`config.mk`:
```
export PLATFORM = sky130hd
export DESIGN_NAME = i2c_fifo_master
export DESIGN_NICKNAME = d
export VERILOG_FILES = /design/src/rtl/i2c_fifo_master.sv
export SDC_FILE = /design/constraint.sdc
export NUM_CORES = 1
export LEC_CHECK = 0
export ABC_AREA = 1
export BUFFER_PORTS_ARGS = -buffer_cell sky130_fd_sc_hd__buf_4
export CELL_PAD_IN_SITES_DETAIL_PLACEMENT = 1
export CELL_PAD_IN_SITES_GLOBAL_PLACEMENT = 1
export CORE_ASPECT_RATIO = 1.1
export CORE_UTILIZATION = 45
export DETAILED_ROUTE_END_ITERATION = 8
export PLACE_DENSITY = 0.83
export REMOVE_ABC_BUFFERS = 1
export SLEW_MARGIN = 10
export SYNTH_ARGS = -nofsm -noshare
export SYNTH_HDL_FRONTEND = slang
export SYNTH_SLANG_ARGS = --single-unit
```
`constraint.sdc`:
```
create_clock -name clk -period 3.2 [get_ports clk]
set_input_delay 0 -clock clk [delete_from_list [all_inputs] [get_ports clk]]
set_output_delay 0 -clock clk [all_outputs]
set_load 0.02 [all_outputs]
```
`src/rtl/i2c_fifo_master.sv`:
```
module i2c_fifo_master #(
  parameter int DEPTH = 4,
  parameter int DIVW  = 8
) (
  input  logic            clk,
  input  logic            rst_n,
  input  logic            cfg_autostop,
  input  logic            cfg_dbg_en,
  input  logic            dbg_halt,
  input  logic [DIVW-1:0] clk_div,
  input  logic            push,
  input  logic [2:0]      push_cmd,
  input  logic [7:0]      push_data,
  output logic            push_ready,
  input  logic            sda_i,
  output logic            scl_oe,
  output logic            sda_oe,
  output logic            busy,
  output logic            nack_err,
  output logic            rx_valid,
  output logic [7:0]      rx_data
);
  localparam int AW = (DEPTH > 1) ? $clog2(DEPTH) : 1;
  localparam int CW = $clog2(DEPTH + 1);
  localparam logic [2:0] C_TX = 3'd0, C_RX = 3'd1, C_START = 3'd2, C_STOP = 3'd3;

  typedef enum logic [2:0] {S_IDLE, S_START, S_BIT, S_WAIT, S_STOP} st_t;
  st_t state;

  logic [10:0]     mem [DEPTH];
  logic [AW-1:0]   wp, rp;
  logic [CW-1:0]   cnt_q;
  logic [DIVW-1:0] dcnt;
  logic [1:0]      ph;
  logic [3:0]      bitn;
  logic [7:0]      sh;
  logic            rd, nlast, rep, npend, samp;

  wire       empty  = (cnt_q == '0);
  wire [2:0] hcmd   = mem[rp][10:8];
  wire [7:0] hdat   = mem[rp][7:0];
  wire       frozen = cfg_dbg_en && dbg_halt;
  wire       timed  = (state == S_START) || (state == S_BIT) || (state == S_STOP);
  wire       tick   = timed && (dcnt == clk_div);
  wire       flush  = (state == S_WAIT) && npend;
  wire       pop    = !empty && ((state == S_IDLE) || (state == S_WAIT && !npend && !frozen));
  wire       wr     = push && push_ready && !flush;

  assign push_ready = (cnt_q != CW'(DEPTH));
  assign busy       = (state != S_IDLE);

  always_ff @(posedge clk) if (wr) mem[wp] <= {push_cmd, push_data};

  always_ff @(posedge clk or negedge rst_n) begin
    if (!rst_n) begin
      wp <= '0; rp <= '0; cnt_q <= '0;
    end else if (flush) begin
      rp <= wp; cnt_q <= '0;
    end else begin
      if (wr)  wp <= (wp == AW'(DEPTH - 1)) ? '0 : wp + 1'b1;
      if (pop) rp <= (rp == AW'(DEPTH - 1)) ? '0 : rp + 1'b1;
      cnt_q <= cnt_q + CW'(wr) - CW'(pop);
    end
  end

  always_ff @(posedge clk or negedge rst_n) begin
    if (!rst_n) dcnt <= '0;
    else if (!timed || tick) dcnt <= '0;
    else dcnt <= dcnt + 1'b1;
  end

  always_ff @(posedge clk or negedge rst_n) begin
    if (!rst_n) begin
      state <= S_IDLE; ph <= '0; bitn <= '0; sh <= '0; rd <= 1'b0; nlast <= 1'b0;
      rep <= 1'b0; npend <= 1'b0; samp <= 1'b0; nack_err <= 1'b0;
      rx_valid <= 1'b0; rx_data <= '0;
    end else begin
      rx_valid <= 1'b0;
      case (state)
        S_IDLE:
          if (pop && hcmd == C_START) begin
            state <= S_START; rep <= 1'b0; sh <= hdat; nack_err <= 1'b0; ph <= '0;
          end
        S_START:
          if (tick) begin
            if (ph == 2'd3) begin
              state <= S_BIT; bitn <= '0; rd <= 1'b0; ph <= '0;
            end else ph <= ph + 1'b1;
          end
        S_BIT:
          if (tick) begin
            if (ph == 2'd2) begin
              samp <= sda_i;
              if (bitn == 4'd8) begin
                if (rd) begin rx_valid <= 1'b1; rx_data <= sh; end
                else if (sda_i) begin nack_err <= 1'b1; npend <= 1'b1; end
              end
            end
            if (ph == 2'd3) begin
              ph <= '0;
              if (bitn == 4'd8) state <= S_WAIT;
              else begin bitn <= bitn + 1'b1; sh <= {sh[6:0], samp}; end
            end else ph <= ph + 1'b1;
          end
        S_WAIT:
          if (npend) begin
            npend <= 1'b0; state <= S_STOP; ph <= '0;
          end else if (!frozen) begin
            if (!empty) begin
              case (hcmd)
                C_TX:    begin state <= S_BIT; sh <= hdat; rd <= 1'b0; bitn <= '0; ph <= '0; end
                C_RX:    begin state <= S_BIT; rd <= 1'b1; nlast <= hdat[0]; bitn <= '0; ph <= '0; end
                C_START: begin state <= S_START; rep <= 1'b1; sh <= hdat; nack_err <= 1'b0; ph <= '0; end
                C_STOP:  begin state <= S_STOP; ph <= '0; end
                default: ;
              endcase
            end else if (cfg_autostop) begin
              state <= S_STOP; ph <= '0;
            end
          end
        S_STOP:
          if (tick) begin
            if (ph == 2'd3) state <= S_IDLE;
            else ph <= ph + 1'b1;
          end
        default: state <= S_IDLE;
      endcase
    end
  end

  always_comb begin
    scl_oe = 1'b0;
    sda_oe = 1'b0;
    case (state)
      S_START: begin scl_oe = (ph == 2'd0 && rep) || ph == 2'd3; sda_oe = ph[1]; end
      S_BIT: begin
        scl_oe = (ph == 2'd0) || (ph == 2'd3);
        sda_oe = (bitn == 4'd8) ? (rd && !nlast) : (!rd && !sh[7]);
      end
      S_WAIT:  begin scl_oe = 1'b1; sda_oe = 1'b1; end
      S_STOP:  begin scl_oe = (ph == 2'd0); sda_oe = !ph[1]; end
      default: ;
    endcase
  end
endmodule

```
---- Word level (Yosys, flattened, before mapping) ----
Memories as Yosys holds them, arrays and structs flattened.
Index checks and enable logic that the tools add are counted.
word-level totals
  input port bits ......................... 26
  memories ................................ 1
  register bits ........................... 47
  RAM bits ................................ 44
  logic and storage cells ................. 206
  output and inout bits ................... 14
operators by class
  reduce and logical (&&, ||, !) cells .... 55
  eq/ne operators ......................... 39
  add/sub/neg operators ................... 7
  bitwise logic cells ..................... 4
  muxes and demuxes ....................... 84
memory list
  memory  words  bits a word  rd ports  clocked after Yosys merged registers in  wr ports  RTL line  text
  mem     4      11           1         0                                        1         30        logic [10:0] mem [DEPTH];
operator list
  operator               number
  $mux W8                9
  $mux W3                13
  $mux W4                9
  $mux W2                14
  $mux W1                27
  $ne A2 B2 Y1 const B   12
  $pmux W8 S3            1
  $reduce_and A11 Y1     2
  $ne A2 B1 Y1 const B   8
  $pmux W3 S5            1
  $eq A3 B2 Y1 const B   4
  $logic_and A1 B1 Y1    12
  $pmux W4 S3            1
  $reduce_and A6 Y1      2
  $reduce_and A10 Y1     1
  $reduce_and A5 Y1      2
  $logic_not A1 Y1       9
  $logic_not A3 Y1       3
  $pmux W3 S3            1
  $reduce_and A9 Y1      1
  $reduce_bool A3 Y1     3
  $add A8 B1 Y8 const B  1
  $eq A2 B2 Y1 const B   4
  $eq A8 B8 Y1           1
  other kinds (26)       48

---- Logic depth before layout (Yosys ltp) ----
Gate-level depths: netlist of run 1.
  depth after elaboration ................. 8
  gate-level depth with buffers ........... 14
  depth with buffers taken out ............ 13

---- Worst setup path after synthesis of run 1 ----
No wires, ideal clock.
  path type ............................... register to register
  start ................................... reg state[1]
  end ..................................... reg cnt_q[1]
  cell stages (with the launch flop) ...... 15
  required time ........................... 3.137 ns
  setup time .............................. 0.063 ns
  data arrival time ....................... 2.341 ns
  slack ................................... 0.796 ns
  path through ............................ dfrtp_1 nand2_1 nor2_2 buf_4 inv_2 nor2_2 inv_1 nand3_2 ha_1 inv_1 ha_1 inv_1 fa_1 or2_2 inv_1
on the way
  longest elaborated chain between the ends .. 7
ends and longest elaborated chain
  item                                                       RTL line  text
  start, declared                                            28        st_t state;
  start signal, assigned                                     74        state <= S_IDLE; ph <= '0; bitn <= '0; sh <= '0; rd <= 1'b0; nlast <= 1'b0;
  start signal, assigned                                     82        state <= S_START; rep <= 1'b0; sh <= hdat; nack_err <= 1'b0; ph <= '0;
  start signal, assigned                                     87        state <= S_BIT; bitn <= '0; rd <= 1'b0; ph <= '0;
  $eq A3 B2 Y1                                               45, 46
  $logic_and A1 B1 Y1, on equally long branches              45, 46
  $logic_not A1 Y1 or $logic_and A1 B1 Y1 (tied branches)    47, 46
  $logic_and A1 B1 Y1 or $logic_or A1 B1 Y1 (tied branches)  47, 46
  $add A3 B1 Y3 or $logic_and A1 B1 Y1 (tied branches)       62, 46
  $sub A3 B1 Y3                                              62        cnt_q <= cnt_q + CW'(wr) - CW'(pop);
  $mux W3 *                                                  57        end else if (flush) begin
  end signal, assigned                                       62
  end, declared                                              32        logic [CW-1:0] cnt_q;
Mark *: on every way between the ends. The rest lies on a longest branch, timed or not.
A chain may end at the register's enable or synchronous reset.

---- Worst setup path in the final report of run 1 ----
Same ends and word-level chain as after synthesis.

==> results of run 1 <==
[cell usage after synthesis (2+ instances only)]
library cell                 n  area share, %
sky130_fd_sc_hd__xnor2_1     7            1.3
sky130_fd_sc_hd__nand2_2     8            1.1
sky130_fd_sc_hd__nand3_2     3           0.65
sky130_fd_sc_hd__nand4_1     9            1.2
sky130_fd_sc_hd__inv_1      59            4.8
sky130_fd_sc_hd__buf_2       6           0.65
sky130_fd_sc_hd__a21oi_1    11            1.2
sky130_fd_sc_hd__edfxtp_1   44             29
sky130_fd_sc_hd__o22ai_1     8            1.1
sky130_fd_sc_hd__o21ai_1     7           0.76
sky130_fd_sc_hd__o21ai_2     8            1.5
sky130_fd_sc_hd__inv_2       7           0.57
sky130_fd_sc_hd__nand2_4     2           0.49
sky130_fd_sc_hd__ha_1       13            3.5
sky130_fd_sc_hd__nand3_4     3            1.1
sky130_fd_sc_hd__nor2_1     52            4.2
sky130_fd_sc_hd__o211ai_1    3           0.49
sky130_fd_sc_hd__nand3_1    21            2.3
sky130_fd_sc_hd__o22a_1      2           0.38
sky130_fd_sc_hd__nor2_2      2           0.27
sky130_fd_sc_hd__o21ai_0    39            4.2
sky130_fd_sc_hd__xor2_1      3           0.57
sky130_fd_sc_hd__buf_6       4           0.98
sky130_fd_sc_hd__dfrtp_1    47             26
sky130_fd_sc_hd__clkbuf_1    3           0.24
sky130_fd_sc_hd__nor3_1      5           0.54
sky130_fd_sc_hd__nand2_1   106            8.6
[layer usage]
layer	share of wire (%)	wire length [um]	track usage (%)	vias up
met5	0	0	0	-
met4	2.8	291	9.59	0
met3	2.4	251	2.71	22
met2	53	5630	40.2	60
met1	41	4350	23.9	1739
li1	-	-	-	1740
[cells by family (layout without fill, tap and decap cells)]
family	after synthesis	in the layout	share of synthesized area (%)
simple gates	216	216	21.4
fa+ha+maj	14	14	3.97
compound gates	84	84	10.8
flops	91	91	54.2
mux	1	1	0.217
buf+inv	81	141	7.50
xor+xnor	10	10	1.90
[placed cells by master (no fill, tap or decap), types with 2 or more instances in the layout]
master                          count
sky130_fd_sc_hd__o211ai_1           3
sky130_fd_sc_hd__nor3_1             5
sky130_fd_sc_hd__nand4_1            9
sky130_fd_sc_hd__ha_1              13
sky130_fd_sc_hd__o22ai_1            8
sky130_fd_sc_hd__inv_6              2
sky130_fd_sc_hd__nor2_2             2
sky130_fd_sc_hd__xnor2_1            7
sky130_fd_sc_hd__nand3_4            3
sky130_fd_sc_hd__nand2_4            2
sky130_fd_sc_hd__o22a_1             2
sky130_fd_sc_hd__o21ai_2            8
sky130_fd_sc_hd__a21oi_1           11
sky130_fd_sc_hd__nand3_2            3
sky130_fd_sc_hd__xor2_1             3
sky130_fd_sc_hd__edfxtp_1          44
sky130_fd_sc_hd__nand3_1           21
sky130_fd_sc_hd__inv_2              7
sky130_fd_sc_hd__nand2_2            8
sky130_fd_sc_hd__inv_1             59
sky130_fd_sc_hd__dlygate4sd3_1     13
sky130_fd_sc_hd__o21ai_0           39
sky130_fd_sc_hd__clkbuf_8           9
sky130_fd_sc_hd__dfrtp_1           47
sky130_fd_sc_hd__buf_4             45
sky130_fd_sc_hd__inv_8              3
sky130_fd_sc_hd__nor2_1            52
sky130_fd_sc_hd__nand2_1          106
sky130_fd_sc_hd__o21ai_1            7
[area by class of cell]
type                       instances  area (sq um)  area share (%)
inverter                          67           251            4.72
tap                              120           150            2.82
clock inverter                     7          75.1            1.41
sequential                        91          2500            46.9
multi-input combinational        325          1760            33.1
timing repair buffer              58           468            8.78
clock buffer                       9           124            2.32
[where the power goes]
part	leakage, nW	switching (mW)	total, mW	internal, mW
clock network	0.0990	0.474	0.785	0.311
logic	1.27	1.57	2.37	0.798
registers	1.02	0.206	1.75	1.54
total	2.39	2.25	4.90	2.65
[registers in the layout (all words and copies together), names as in the netlist]
name	cells
npend	1
dcnt	8
sh	8
mem	44
nlast	1
nack_err	1
wp	2
cnt_q	3
rp	2
rd	1
state	3
samp	1
ph	2
rep	1
rx_data	8
bitn	4
rx_valid	1
[through the flow]
stage	std cells	worst slack (ps)	util (%)	cell area [sq um]	power [mW]
floorplan	483	722	-	4510	3.41
global placement	648	760	50.6	5000	3.99
detailed placement	648	601	50.6	5000	4.14
CTS	677	578	53.9	5330	4.95
global route	677	385	53.9	5330	5.28
finish	677	575	53.9	5330	4.90
[critical path, stage by stage, from the launching register on]
cell and delay [ps]:
sky130_fd_sc_hd__dfrtp_1 440, sky130_fd_sc_hd__nand2_1 80, sky130_fd_sc_hd__nor2_2 130, sky130_fd_sc_hd__buf_4 200, sky130_fd_sc_hd__nand3_1 100, sky130_fd_sc_hd__nand2_1 80, sky130_fd_sc_hd__nand2_1 130, sky130_fd_sc_hd__inv_1 140
sky130_fd_sc_hd__ha_1 240, sky130_fd_sc_hd__inv_1 60, sky130_fd_sc_hd__ha_1 140, sky130_fd_sc_hd__inv_1 50, sky130_fd_sc_hd__fa_1 430, sky130_fd_sc_hd__or2_2 300, sky130_fd_sc_hd__inv_1 60
[final timing paths]
| check | cells past startpoint | slack [ps] | endpoint | start |
|---|---|---|---|---|
| max | 14 | 570 | cnt_q[1]$_DFF_PN0_ | state[1]$_DFFE_PN0P_ |
| min | 3 | 40 | wp[1]$_DFFE_PN0P_ | push |
| max reg2reg | 14 | 570 | cnt_q[1]$_DFF_PN0_ | state[1]$_DFFE_PN0P_ |
| min reg2reg | 2 | 490 | nack_err$_DFFE_PN0P_ | nack_err$_DFFE_PN0P_ |
| max in group asynchronous | 2 | 2580 | sh[1]$_DFFE_PN0P_ | rst_n |
| min in group asynchronous | 2 | 180 | dcnt[7]$_DFF_PN0_ | rst_n |
==> flow_summary.json, run 1 <==
{
  "run_status": "finished clean",
  "path_class": "reg -> reg",
  "layout-drive-gt1-share_pct": 17.6,
  "grt_pass1_vias": 3786,
  "ir_worst_vdd_mv": 0.367,
  "die_x_um": 98.5,
  "critPathLaunchType": "flop",
  "hold_buffers": 13,
  "grt_setup_unrepaired": "false",
  "cts-root-buf": "sky130_fd_sc_hd__clkbuf_8",
  "synthesis.instances": 497,
  "post_cts.resized_instances": 0,
  "syn-cell-area_sq_um": 4610,
  "routabilityCongestion": 0.873,
  "grt_pass1_wl_um": 17600,
  "drc": 0,
  "post_drt_wl_per_cell_um": 15.5,
  "synth.distinct_cells": 42,
  "clock_sinks": 91,
  "routed_wire_length_um": 10500,
  "total_leakage_power_nw": 2.39,
  "start_util_pct": 46.6,
  "setup-violations-final": 0,
  "grt_start_max_net_pins": 48,
  "synth_area_per_cell_sq_um": 9.27,
  "synth_seq_cells": 91,
  "max_cap_violations": 0,
  "grt_antenna_before_repair": 0,
  "synth.yosys.warnings": 0,
  "place_hpwl_um": 7660,
  "fin_setup_tns_ps": 0,
  "synth-edff-count": 44,
  "timing.critical_path.required_ps": 3510,
  "cts_made_buffers": 9,
  "power_per_cell_area_nw_per_um2": 919,
  "cts-htree-levels": 3,
  "fill_count": 1138,
  "antenna_cells_inserted": 0,
  "finalHoldWorstSlack_ps": 39.2,
  "vias": 3561,
  "fmaxAchievable_ghz": 0.381,
  "grt_total_ovfl": 0,
  "post-cts-setup-buffers": 0,
  "design.die.area_sq_um": 10600,
  "post-route-period-util_pct": 82.0,
  "row_count": 38,
  "tightest_slew_ps": 636,
  "crit_path_end_kind": "flop",
  "design.core.area_sq_um": 9890,
  "crit_arrival_ps": 2930,
  "ant_nets": 0,
  "cts_buffer_depth": 2,
  "maxSlewHeadroom_pct": 57.6,
  "final_count_of_pins_violating_max_slew": 0,
  "fin_worst_skew_ps": 16.8,
  "synth_top_flop_cell": "sky130_fd_sc_hd__dfrtp_1",
  "worst_skew_pair.late_latency_ps": 370,
  "total_number_of_nets_in_the_final_design": 592,
  "synth-seq-area-share_pct": 54.2,
  "numPortBuffers": 39,
  "timing.hold.worst.class": "in -> reg",
  "hold_violations": 0,
  "global_route.usage.total_pct": 21.2,
  "first_iter_violations": 127,
  "design.portCount": 40,
  "period_minus_slack_ps": 2630,
  "crit_fanout": 10,
  "routed_via_density": 5.26,
  "ys_async_sr_fraction_pct": 51.6,
  "cts.clk_slew.worst_paths_ps": 110,
  "die_height_um": 108,
  "tritoncts": "yes",
  "area_growth_pct": 15.7,
  "drt_pre_antenna_iters": 6
}
Power figures use the tool's default switching activity.
==> run 2: changes to the inputs <==
==> constraint.sdc (replaced) <==
create_clock -name clk -period 2.7 [get_ports clk]
set_input_delay 0 -clock clk [delete_from_list [all_inputs] [get_ports clk]]
set_output_delay 0 -clock clk [all_outputs]
set_load 0.02 [all_outputs]
==> flow_summary.json, run 2 (synthesis gave the netlist of run 1 again) <==
{
  "layout_common_cells": "sky130_fd_sc_hd__nand2_1 (106), sky130_fd_sc_hd__inv_1 (59), sky130_fd_sc_hd__nor2_1 (52)",
  "clock_sinks": 91,
  "global_route.usage.total_pct": 22.2,
  "setup-violations-final": 0,
  "violations": "design-rule violations",
  "start_util_pct": 46.6,
  "crit_arrival_ps": 2770,
  "finalHoldWorstSlack_ps": 109,
  "maxSlewHeadroom_pct": 58.8,
  "grt_pass1_vias": 3778,
  "power_per_cell_area_nw_per_um2": 1080,
  "layout.cells.most_common": "sky130_fd_sc_hd__nand2_1",
  "preCtsSetupSlack_ps": 195,
  "cts_buffer_depth": 2,
  "total_leakage_power_nw": 2.41,
  "grt_pass1_wl_um": 18000,
  "vias": 3520,
  "largest_register": "mem",
  "final_design_area_no_fill_sq_um": 5370,
  "routed_via_density": 5.15,
  "first_iter_violations": 149,
  "cts-root-buf": "sky130_fd_sc_hd__clkbuf_8",
  "hold_violations": 0,
  "ir_worst_vdd_mv": 0.731,
  "worst_slack_ps": 239,
  "path_class": "reg -> reg",
  "timing.critical_path.required_ps": 3010,
  "design.core.area_sq_um": 9890,
  "crit_fanout": 9,
  "placedInstanceArea_sq_um": 5040,
  "drc": 4,
  "place_hpwl_um": 7850,
  "period_minus_slack_ps": 2460,
  "tritoncts": "yes",
  "tightest_slew_ps": 617,
  "routabilityCongestion": 0.872,
  "post_drt_wl_per_cell_um": 15.9,
  "layout-drive-gt1-share_pct": 18.1,
  "fin_setup_tns_ps": 0,
  "total_number_of_nets_in_the_final_design": 598,
  "fin_worst_skew_ps": 18.0,
  "drt_pre_antenna_iters": 6,
  "row_count": 38,
  "cts.clk_slew.worst_paths_ps": 90,
  "run_status": "finished with violations",
  "grt_start_max_net_pins": 48,
  "routed_wire_length_um": 10800,
  "post-route-period-util_pct": 91.2,
  "cts-htree-levels": 3,
  "die_x_um": 98.5,
  "worst_skew_pair.late_latency_ps": 370,
  "antenna_cells_inserted": 0,
  "critPathLaunchType": "flop",
  "area_growth_pct": 16.7,
  "largest_register_ffs": 44,
  "grt_total_ovfl": 0,
  "fmaxAchievable_ghz": 0.406,
  "cts_made_buffers": 9,
  "grt_setup_unrepaired": "false",
  "die_height_um": 108,
  "final_count_of_pins_violating_max_slew": 0,
  "crit_path_end_kind": "flop",
  "max_cap_violations": 0,
  "numPortBuffers": 39,
  "ant_nets": 0,
  "design.portCount": 40,
  "design.die.area_sq_um": 10600,
  "timing.hold.worst.class": "in -> reg",
  "grt_antenna_before_repair": 0,
  "p_total_mw": 5.83
}
-- run 2: final timing paths --
check                                     startpoint                  to  slack (ps)  cells after the start
worst min-delay path                        dbg_halt      rd$_DFFE_PN0P_         110                      6
worst max-delay path            state[0]$_DFFE_PN0P_  cnt_q[1]$_DFF_PN0_         240                     13
worst min register to register     sh[3]$_DFFE_PN0P_   sh[3]$_DFFE_PN0P_         500                      2
min in group asynchronous                      rst_n   dcnt[6]$_DFF_PN0_         180                      2
worst max register to register  state[0]$_DFFE_PN0P_  cnt_q[1]$_DFF_PN0_         240                     13
max in group asynchronous                      rst_n   wp[1]$_DFFE_PN0P_        2080                      2
-- run 2: layout make-up --
type                    count  area [sq um]
clock buffers              12           155
flip-flops and latches     91          2500
fillers                  1146          4520
inverters                  67           251
repair buffers             64           515
clock inverters             4          33.8
well taps                 120           150
multi-input cells         325          1770
-- run 2: per-stage QoR --
step,util [%],std cells
2_1_floorplan,-,483
3_3_place_gp,50.9,653
3_5_place_dp,50.9,653
4_1_cts,54.2,682
5_1_grt,54.3,683
6_report,54.3,683
-- run 2: repair_timing --
item | 4_1_cts | 5_1_grt
endpoints found under the hold margin | 92 | 1
hold buffers | 13 | 1
gates resized for setup | 0 | 1
buffers inserted | 0 | 0
setup endpoints to repair | 0 | 1
-- run 2: where the power goes --
group          switching [mW]  total, mW  leakage, nW  internal (mW)
Sequential              0.243       2.07         1.02           1.83
Combinational            1.88       2.87         1.30          0.993
Clock                   0.497      0.891       0.0985          0.394
Total                    2.62       5.83         2.41           3.21
-- run 2: critical path, stage by stage, from the launching register on --
cell                      delay [ps]
sky130_fd_sc_hd__dfrtp_1         440
sky130_fd_sc_hd__nand2_1          90
sky130_fd_sc_hd__nor2_2          180
sky130_fd_sc_hd__inv_2            80
sky130_fd_sc_hd__nor2_2          110
sky130_fd_sc_hd__inv_1           130
sky130_fd_sc_hd__nand3_4         130
sky130_fd_sc_hd__ha_1            240
sky130_fd_sc_hd__inv_1            50
sky130_fd_sc_hd__ha_1            120
sky130_fd_sc_hd__inv_1            50
sky130_fd_sc_hd__fa_1            430
sky130_fd_sc_hd__or2_2           300
sky130_fd_sc_hd__inv_1            50
-- run 2: per-layer routing --
| metal | global-route usage (%) | share of wire, % | up-vias |
|---|---|---|---|
| met4 | 7.46 | 1.3 | 0 |
| li1 | - | - | 1749 |
| met3 | 4.20 | 3.1 | 10 |
| met1 | 24.6 | 41 | 1706 |
| met5 | 0 | 0 | - |
| met2 | 42.5 | 54 | 55 |
==> run 3: changes to the inputs <==
--- a/config.mk
+++ b/config.mk
@@ -6,13 +6,13 @@
 export NUM_CORES = 1
 export LEC_CHECK = 0
 export ABC_AREA = 1
-export BUFFER_PORTS_ARGS = -buffer_cell sky130_fd_sc_hd__buf_4
+export BUFFER_PORTS_ARGS = -buffer_cell sky130_fd_sc_hd__buf_2
 export CELL_PAD_IN_SITES_DETAIL_PLACEMENT = 1
 export CELL_PAD_IN_SITES_GLOBAL_PLACEMENT = 1
 export CORE_ASPECT_RATIO = 1.1
 export CORE_UTILIZATION = 45
 export DETAILED_ROUTE_END_ITERATION = 8
-export PLACE_DENSITY = 0.83
+export PLACE_DENSITY = 0.81
 export REMOVE_ABC_BUFFERS = 1
 export SLEW_MARGIN = 10
 export SYNTH_ARGS = -nofsm -noshare
==> flow_summary.json, run 3 (synthesis gave the netlist of run 1 again) <==
{
  "cts-root-buf": "sky130_fd_sc_hd__clkbuf_8",
  "tightest_slew_ps": 744,
  "placedInstanceArea_sq_um": 4930,
  "routabilityCongestion": 0.897,
  "drt_pre_antenna_iters": 6,
  "critPathLaunchType": "flop",
  "tritoncts": "yes",
  "layout.cells.most_common": "sky130_fd_sc_hd__nand2_1",
  "global_route.usage.total_pct": 22.0,
  "routed_wire_length_um": 10900,
  "place_hpwl_um": 7900,
  "finalHoldWorstSlack_ps": 41.1,
  "fill_count": 1150,
  "grt_total_ovfl": 0,
  "fin_worst_skew_ps": 11.2,
  "path_class": "reg -> reg",
  "numPortBuffers": 39,
  "post-route-period-util_pct": 94.0,
  "multi_input_area_sq_um": 1760,
  "layout_common_cells": "sky130_fd_sc_hd__nand2_1 (106), sky130_fd_sc_hd__inv_1 (59), sky130_fd_sc_hd__nor2_1 (52)",
  "timing.hold.worst.class": "in -> reg",
  "antenna_cells_inserted": 0,
  "cts_made_buffers": 9,
  "final_design_area_no_fill_sq_um": 5230,
  "largest_register": "mem",
  "max_cap_violations": 0,
  "fin_setup_tns_ps": 0,
  "first_iter_violations": 127,
  "period_minus_slack_ps": 2540,
  "routed_via_density": 5.19,
  "fmaxAchievable_ghz": 0.394,
  "design.core.area_sq_um": 9890,
  "ir_worst_vdd_mv": 0.434,
  "critical_path.max_stage_delay_ps": 460,
  "critical_path.slowest_cell": "sky130_fd_sc_hd__dfrtp_1",
  "final_count_of_pins_violating_max_slew": 0,
  "post_drt_wl_per_cell_um": 15.9,
  "finish.cell_count_without_fillers": 681,
  "vias": 3532,
  "layout-drive-gt1-share_pct": 18.2,
  "maxSlewHeadroom_pct": 50.4,
  "crit_arrival_ps": 2850,
  "die_x_um": 98.5,
  "grt_antenna_before_repair": 0,
  "drc": 0,
  "timing.critical_path.required_ps": 3020,
  "cts_buffer_depth": 2,
  "ff2ff_setup_slack_ps": 160,
  "total_leakage_power_nw": 2.37,
  "crit_path_end_kind": "flop",
  "crit_fanout": 6,
  "row_count": 38,
  "critical_path_s_top_delay_family": "simple AND/OR/NAND/NOR gates",
  "cts.clk_slew.worst_paths_ps": 90,
  "hold_violations": 0,
  "grt_pass1_wl_um": 18000,
  "area_growth_pct": 13.6,
  "largest_register_ffs": 44,
  "worst_slack_ps": 162,
  "die_height_um": 108,
  "worst_skew_pair.late_latency_ps": 370,
  "run_status": "finished clean",
  "grt_start_max_net_pins": 33,
  "preCtsSetupSlack_ps": 191,
  "start_util_pct": 46.6,
  "placedCellCount": 652,
  "cp.buffers_inverters": 4,
  "top_cell_by_count_worst_path": "sky130_fd_sc_hd__inv_1",
  "clock_sinks": 91,
  "grt_setup_unrepaired": "false",
  "power_per_cell_area_nw_per_um2": 1100,
  "path_cells": "nor2_2 -> nand3_1 -> nand2_1 -> nand2_1 -> inv_1 -> ha_1 -> inv_1 -> ha_1 -> inv_1 -> fa_1 -> or2_2 -> inv_1",
  "design.portCount": 40,
  "setup-violations-final": 0,
  "p_total_mw": 5.74,
  "ff_latch_area_sq_um": 2500,
  "total_number_of_nets_in_the_final_design": 596,
  "ant_nets": 0,
  "design.die.area_sq_um": 10600,
  "final_util_pct": 52.9,
  "grt_pass1_vias": 3852,
  "cts-htree-levels": 3
}
[run 3: cell count changes in the layout (fill, tap and decap cells not counted), sizes merged]
cell | previous run | this run
buf | 50 | 49
clkbuf | 12 | 11
dlygate4sd3 | 14 | 13
inv | 67 | 68
[run 3: worst min-delay path: stages]
cell and delay (ps):
sky130_fd_sc_hd__buf_2 110, sky130_fd_sc_hd__nand3_2 160, sky130_fd_sc_hd__a21oi_1 90
[run 3: layer usage]
layer  wire, um  part of all wire, %  global-route usage [%]  vias up
li1           -                    -                       -     1746
met1       4540                   42                    24.8     1734
met2       5980                   55                    42.2       38
met3        188                  1.7                    3.43       14
met4        145                  1.3                    7.46        0
met5          0                    0                       0        -
[run 3: area by class of cell]
| type | instances | share of cell area (%) |
|---|---|---|
| Multi-Input combinational cell | 325 | 33.7 |
| Tap cell | 120 | 2.87 |
| Clock inverter | 5 | 0.693 |
| Inverter | 67 | 4.81 |
| Timing Repair Buffer | 62 | 7.65 |
| Clock buffer | 11 | 2.51 |
| Sequential cell | 91 | 47.8 |
[run 3: path summary, 6_finish.rpt]
check                                        to  depth (start not counted)            startpoint
setup / recovery             cnt_q[1]$_DFF_PN0_                         12  state[2]$_DFFE_PN0P_
hold / removal                wp[0]$_DFFE_PN0P_                          3                  push
setup reg to reg             cnt_q[1]$_DFF_PN0_                         12  state[2]$_DFFE_PN0P_
hold reg to reg               sh[2]$_DFFE_PN0P_                          2     sh[2]$_DFFE_PN0P_
max in group asynchronous  state[1]$_DFFE_PN0P_                          3                 rst_n
min in group asynchronous     dcnt[7]$_DFF_PN0_                          2                 rst_n
[run 3: power by group]
group | internal [mW] | switching [mW] | total, mW
clock network | 0.341 | 0.495 | 0.836
registers | 1.83 | 0.237 | 2.07
logic | 0.934 | 1.90 | 2.84
[run 3: what timing repair did]
action                                  in CTS  in global routing
hold buffers                                13                  0
endpoints found under the setup margin       0                  1
endpoints found under the hold margin       76                  0
resized for setup                            0                  2
buffers inserted                             0                  0
